==> src/rtl/strobe_seq.sv <==
module strobe_seq #(
  parameter int FIELD_W = 8
) (
  input  logic                   clk,
  input  logic                   rst_n,
  input  logic                   cfg_we,
  input  logic [3*FIELD_W:0]     cfg_wdata,
  input  logic                   req,
  input  logic                   rnw,
  output logic                   as_n,
  output logic                   ds_n,
  output logic                   busy,
  output logic                   done,
  output logic                   wide,
  output logic                   acc_rnw
);

  localparam int CFG_W   = 3*FIELD_W + 1;
  localparam int SET_LO  = 0;
  localparam int ACT_LO  = FIELD_W;
  localparam int HLD_LO  = 2*FIELD_W;
  localparam int WID_BIT = 3*FIELD_W;

  typedef enum logic [1:0] {S_IDLE, S_SETUP, S_ACTIVE, S_HOLD} phase_t;

  phase_t              phase;
  logic [CFG_W-1:0]    cfg_q;
  logic [FIELD_W-1:0]  cnt;
  logic [FIELD_W-1:0]  act_q;
  logic [FIELD_W-1:0]  hold_q;
  logic                start;
  logic                last;

  assign start = (phase == S_IDLE) && req;
  assign last  = (cnt == '0);

  always_ff @(posedge clk or negedge rst_n) begin
    if (!rst_n) cfg_q <= '0;
    else if (cfg_we) cfg_q <= cfg_wdata;
  end

  always_ff @(posedge clk or negedge rst_n) begin
    if (!rst_n) begin
      phase   <= S_IDLE;
      cnt     <= '0;
      act_q   <= '0;
      hold_q  <= '0;
      wide    <= 1'b0;
      acc_rnw <= 1'b0;
      done    <= 1'b0;
    end else begin
      done <= 1'b0;
      unique case (phase)
        S_IDLE: if (start) begin
          phase   <= S_SETUP;
          cnt     <= cfg_q[SET_LO +: FIELD_W];
          act_q   <= cfg_q[ACT_LO +: FIELD_W];
          hold_q  <= cfg_q[HLD_LO +: FIELD_W];
          wide    <= cfg_q[WID_BIT];
          acc_rnw <= rnw;
        end
        S_SETUP: if (last) begin
          phase <= S_ACTIVE;
          cnt   <= act_q;
        end else cnt <= cnt - 1'b1;
        S_ACTIVE: if (last) begin
          phase <= S_HOLD;
          cnt   <= hold_q;
        end else cnt <= cnt - 1'b1;
        S_HOLD: if (last) begin
          phase <= S_IDLE;
          done  <= 1'b1;
        end else cnt <= cnt - 1'b1;
        default: phase <= S_IDLE;
      endcase
    end
  end

  assign as_n = (phase == S_IDLE);
  assign ds_n = (phase != S_ACTIVE);
  assign busy = (phase != S_IDLE);


  ds_inside_as_chk: assert property (@(posedge clk) disable iff (!rst_n)
    !ds_n |-> !as_n);


  setup_first_chk: assert property (@(posedge clk) disable iff (!rst_n)
    $fell(ds_n) |-> $past(!as_n));


  hold_last_chk: assert property (@(posedge clk) disable iff (!rst_n)
    $rose(as_n) |-> $past(ds_n));


  done_pulse_chk: assert property (@(posedge clk) disable iff (!rst_n)
    done |-> (as_n && !busy && $past(busy)) ##1 !done);


  no_restart_chk: assert property (@(posedge clk) disable iff (!rst_n)
    $rose(busy) |-> (!as_n && ds_n));


  wide_hold_chk: assert property (@(posedge clk) disable iff (!rst_n)
    (busy && $past(busy)) |-> ($stable(wide) && $stable(acc_rnw)));

endmodule

==> config.mk <==
export PLATFORM = sky130hd
export DESIGN_NAME = strobe_seq
export DESIGN_NICKNAME = d
export VERILOG_FILES = /design/src/rtl/strobe_seq.sv
export SDC_FILE = /design/constraint.sdc
export NUM_CORES = 1
export LEC_CHECK = 0
export BUFFER_PORTS_ARGS = -buffer_cell sky130_fd_sc_hd__clkbuf_2
export CAP_MARGIN = 20
export CORE_MARGIN = 3
export CORE_UTILIZATION = 55
export CTS_BUF_LIST = sky130_fd_sc_hd__clkbuf_8 sky130_fd_sc_hd__clkbuf_16
export CTS_CLUSTER_SIZE = 30
export DETAILED_ROUTE_END_ITERATION = 10
export PLACE_DENSITY = 0.82
export SETUP_SLACK_MARGIN = 0.4
export SYNTH_ARGS = -nofsm -noshare
export SYNTH_HDL_FRONTEND = slang
export SYNTH_SLANG_ARGS = --single-unit
==> constraint.sdc <==
create_clock -name clk -period 6.4 [get_ports clk]
set_input_delay 0.32 -clock clk [delete_from_list [all_inputs] [get_ports clk]]
set_output_delay 0.32 -clock clk [all_outputs]
set_load 0.05 [all_outputs]
==> out/qor.csv, run 1 <==
metric,value,unit
status,completed,
synthesized net count,235,
root buffer cell,clkbuf_8,
synth unique cells,41,
gr usage total,19.8,%
Die Y,73.9,µm
DR top layer,met4,
Post-Route WL,4.77,mm
placed instance area,2740,µm²
Sequential Power Share,39.4,%
Synth Instances,199,
Tmin final,2360,ps
DRC,0,
Fmax achieved,425,MHz
detailed placement HPWL,3.44,mm
ANT cells,0,
initial antenna violation count,0,
setup bufs post-CTS,0,
CP required,6080,ps
core area,4410,µm²
final hold violations,0,
clock transition at the registers of the reported paths,90,ps
cell total after placement,276,
Filler cells,340,
fin crit share,36.8,%
Syn Std Cell Area,2540,µm²
CTS Hold Buffers Added,0,
RSZ-0062 raised after global routing,no,
Post-synth top flop,dfrtp_1,
Worst Tran Pin Value,812,ps
R2R Setup Slk,4130,ps
"FF+latch count, synth",54,
Sw Pwr,0.518,mW
Lkg Pwr,1.26,nW
Setup Skew,3.98,ps
Hold WS,120,ps
Gate power share,44.0,%
Post-synth ARST share,100,%
# nets final,267,
CTS Buffer Depth,2,
WL/cell,16.8,µm
Syn Area/Cell,12.8,µm²
Worst Path Max Fanout,14,
Initial Util,57.5,%
Slew Limit Fails,0,
worst hold-check path type,in2async,
Final Non-Filler Cells,284,
first-pass GRT wire length,8.15,mm
setup TNS,0,ps
CP Data Arrival Time,2040,ps
starting DRC count in detailed routing,127,
most common cell in the netlist,dfrtp_1,
via count,1701,
Synth area leader,dfrtp_1,
crit start category,flip-flop,
layout cells sized above 1,40.1,%
pin count of the biggest net entering global routing,55,
Num Clock Sinks,54,
ANT nets after route,0,
"Setup violations, final",0,
Post-synth EDFFs,0,
Routed met1 length,2.06,mm
CTS buffer count,5,
share of power burned in the clock network,16.6,%
gr ovfl total,0,
CTS tree,built,
DR WL met3,329,µm
fin area,2850,µm²
largest cells by area after synthesis,"dfrtp_1, mux2_2, ha_1",
Post-synth top cells,"dfrtp_1, mux2_2, inv_1, clkbuf_1, o21ai_0",
Pre-antenna DRT Iters,4,
Vias/cell,5.99,
Crit Path Category,reg2out,
Synthesis Warnings,0,
sequential area share after synthesis,53.3,%
WL met2,2.31,mm
Max Cap Viol,0,
Die X,73.9,µm
slew margin rel.,45.8,%
die area,5460,µm²
Peak VDD IR,0.000202,V
Area growth syn-to-layout,12.1,%
Clock Latency Late Sink,300,ps
PortBufs,35,
switching part of the total power,38.6,%
"Gates resized, CTS repair",0,
RePlAce Congestion,0.919,
Crit. End Element,output port,
final core utilization,64.5,%
io pins,36,
vias in the first global route,1733,
area fraction of the dominant cell type after synthesis,53.3,%
internal cell power,0.823,mW
H-Tree Depth,2,
power per cell area,471,nW/µm²
num rows,24,
## layout make-up
type                            instances  area, µm²  share of cell area [%]
Tap cell                               52       65.1                    2.29
Timing Repair Buffer                   36        183                    6.42
Multi-Input combinational cell        122       1090                    38.3
Clock inverter                          3       41.3                    1.45
Clock buffer                            5       68.8                    2.42
Sequential cell                        54       1350                    47.5
Inverter                               12       45.0                    1.58
## per-stage QoR
stage	worst slack (ps)	total power [mW]
finish	4040	1.34
global route	3890	1.43
CTS	4070	1.35
detailed placement	4150	1.12
global placement	4170	1.10
floorplan	3940	0.985
## cell usage in the layout, fill, tap and decap left out, types with 4 or more instances in the layout
cell,Yosys,layout
dfrtp_1,54,54
mux2_2,43,43
clkbuf_2,0,35
inv_1,11,12
o21ai_0,7,7
ha_1,6,6
nor3_1,5,5
a22o_1,5,5
nor2_1,5,5
clkbuf_8,0,5
a221oi_1,4,4
nand2b_1,4,4
## power by group through the flow
stage          logic, mW  registers, mW  clock network, mW
2_1_floorplan      0.453          0.532                  0
3_3_place_gp       0.571          0.531                  0
3_5_place_dp       0.585          0.537                  0
4_1_cts            0.588          0.530              0.227
5_1_grt            0.646          0.546              0.241
6_report           0.590          0.529              0.222
## metal layers
layer,vias up,global-route usage (%)
met5,-,0
met4,0,6.24
met3,7,5.20
met2,59,31.8
met1,829,26.2
li1,806,-
## path summary, 6_finish.rpt
| check | from | to | cells after the start |
|---|---|---|---|
| setup / recovery | phase[0]$_DFFE_PN0P_ | busy | 4 |
| hold / removal | rst_n | done$_DFF_PN0_ | 2 |
| setup reg to reg | cnt[0]$_DFFE_PN0P_ | phase[1]$_DFFE_PN0P_ | 6 |
| hold reg to reg | cfg_q[20]$_DFFE_PN0P_ | cfg_q[20]$_DFFE_PN0P_ | 1 |
| max in group asynchronous | rst_n | cnt[4]$_DFFE_PN0P_ | 2 |
| min in group clk | cfg_wdata[7] | cfg_q[7]$_DFFE_PN0P_ | 3 |
## sequential cells by signal, summed over array words and instances (netlist names)
signal   cells
cnt          8
cfg_q       25
wide         1
act_q        8
phase        2
acc_rnw      1
hold_q       8
done         1
## worst max-delay path, stage by stage (launching register included)
cell      delay, ps
dfrtp_1         420
inv_1           100
ha_1            470
clkinv_1        400
clkbuf_2        340
## kinds of logic after synthesis
group	share of synthesized area, %
mux	19.1
simple gates	7.45
flops	53.3
buf+inv	3.75
compound gates	13.5
fa+ha+maj	2.96
Note: power is estimated with default switching activity, not from simulation.
==> run 2: changes to the inputs <==
==> constraint.sdc (replaced) <==
create_clock -name clk -period 2.3 [get_ports clk]
set_input_delay 0.115 -clock clk [delete_from_list [all_inputs] [get_ports clk]]
set_output_delay 0.115 -clock clk [all_outputs]
set_load 0.05 [all_outputs]
==> run 2 against run 1 <==
Routed wire length rose by 11%. Final cell count grew 5.3%. Register-to-register slack got worse by 3700 ps. Design area up 8.9%. Clock skew increased by 3.3 ps. Setup slack lost 3600 ps. Sequential cell count stayed put. Critical path type is now reg2reg. Largest power group unchanged. Highest routed layer unchanged.
==> out/qor.csv, run 2 (synthesis gave the netlist of run 1 again) <==
metric,value,unit
status,completed,
worst hold-check path type,in2reg,
Setup Skew,7.27,ps
Area growth syn-to-layout,22.1,%
CTS tree,built,
pin count of the biggest net entering global routing,55,
ANT cells,0,
RSZ-0062 raised after global routing,yes,
Reg with most FFs,cfg_q,
PortBufs,35,
CP required,2470,ps
R2R Setup Slk,410,ps
CTS buffer count,5,
Clock Latency Late Sink,300,ps
layout cells sized above 1,51.0,%
detailed placement HPWL,3.55,mm
die area,5460,µm²
Vias/cell,6.15,
num rows,24,
"Setup violations, final",0,
Largest register FFs,25,
Final Non-Filler Cells,299,
first-pass GRT wire length,7.87,mm
Num Clock Sinks,54,
GR Util met3,4.10,%
cell total after placement,281,
Fmax achieved,529,MHz
final hold violations,0,
fin crit share,82.1,%
Die X,73.9,µm
gr ovfl total,0,
H-Tree Depth,2,
met1 Use GR,26.0,%
Worst Path Max Fanout,7,
Filler cells,312,
Slew Limit Fails,0,
Crit Path Category,reg2reg,
Post-Route WL,5.29,mm
DRC,0,
"most common cell after layout, fill and taps aside",dfrtp_1,
most frequent cells in the layout,"dfrtp_1, mux2_2, clkbuf_2",
setup TNS,0,ps
initial antenna violation count,0,
grt peak-use layer,met2,
met2 Usage GRT,31.4,%
Pre-antenna DRT Iters,5,
CP Data Arrival Time,2060,ps
root buffer cell,clkbuf_8,
Max Cap Viol,0,
Tmin final,1890,ps
starting DRC count in detailed routing,233,
slew margin rel.,56.3,%
ANT nets after route,0,
RePlAce Congestion,0.943,
Initial Util,57.5,%
gr usage total,19.2,%
crit start category,flip-flop,
clock transition at the registers of the reported paths,100,ps
core area,4410,µm²
CTS Buffer Depth,2,
# nets final,282,
via count,1839,
Lkg Pwr,1.34,nW
Crit. End Element,flip-flop,
Die Y,73.9,µm
power per cell area,1370,nW/µm²
io pins,36,
vias in the first global route,1656,
Peak VDD IR,0.000744,V
WL/cell,17.7,µm
Worst Tran Pin Value,650,ps
## run 2: worst max-delay path, stage by stage (launching register included)
cell     delay [ps]
dfrtp_1         410
inv_2           110
ha_4            170
or3b_4          440
o32a_2          450
o21ai_0          90
o22ai_1         100
## run 2: worst paths after layout
| kind | endpoint | from | cells past startpoint |
|---|---|---|---|
| worst max register to register | cnt[1]$_DFFE_PN0P_ | cnt[0]$_DFFE_PN0P_ | 6 |
| worst min-delay path | cfg_q[7]$_DFFE_PN0P_ | cfg_wdata[7] | 3 |
| worst max-delay path | cnt[1]$_DFFE_PN0P_ | cnt[0]$_DFFE_PN0P_ | 6 |
| min in group asynchronous | cfg_q[6]$_DFFE_PN0P_ | rst_n | 3 |
| worst min register to register | hold_q[7]$_DFFE_PN0P_ | cfg_q[23]$_DFFE_PN0P_ | 1 |
| max in group asynchronous | cnt[3]$_DFFE_PN0P_ | rst_n | 3 |
## run 2: metrics by stage
stage / instance area [µm²] / hold WS, ps / worst slack [ps] / utilization (%) / power (mW)
after global placement: 2820 / 274 / 319 / 63.8 / 3.19
after floorplan: 2590 / -181 / 406 / - / 2.85
after global routing: 3100 / 28.0 / 348 / 70.2 / 4.46
final: 3100 / 21.0 / 411 / 70.2 / 4.25
after detailed placement: 2820 / 281 / 239 / 63.8 / 3.25
after CTS: 2980 / 19.3 / 392 / 67.5 / 3.99
## run 2: layout make-up
class / count / area (µm²) / share of cell area, %
flip-flops and latches: 54 / 1360 / 43.7
multi-input cells: 123 / 1210 / 39.1
repair buffers: 50 / 302 / 9.73
clock buffers: 5 / 68.8 / 2.22
well taps: 52 / 65.1 / 2.10
inverters: 12 / 50.0 / 1.62
clock inverters: 3 / 45.0 / 1.45
## run 2: routing by layer
| layer | vias up | share of wire, % |
|---|---|---|
| met2 | 90 | 50 |
| met1 | 894 | 42 |
| met5 | - | 0 |
| met3 | 12 | 6.9 |
| li1 | 843 | - |
| met4 | 0 | 1.8 |
## run 2: timing repair
action                                 CTS  global route
setup endpoints to repair                9             8
endpoints found under the hold margin   54             0
pin swaps                                1             4
cloned                                   0             1
resized for setup                        5            16
buffers inserted                         3             5
hold buffers                             1             0
## run 2: where the power goes
group,switching (mW),total (mW),internal [mW]
logic,1.08,2.10,1.02
clock network,0.304,0.627,0.324
registers,0.267,1.52,1.26
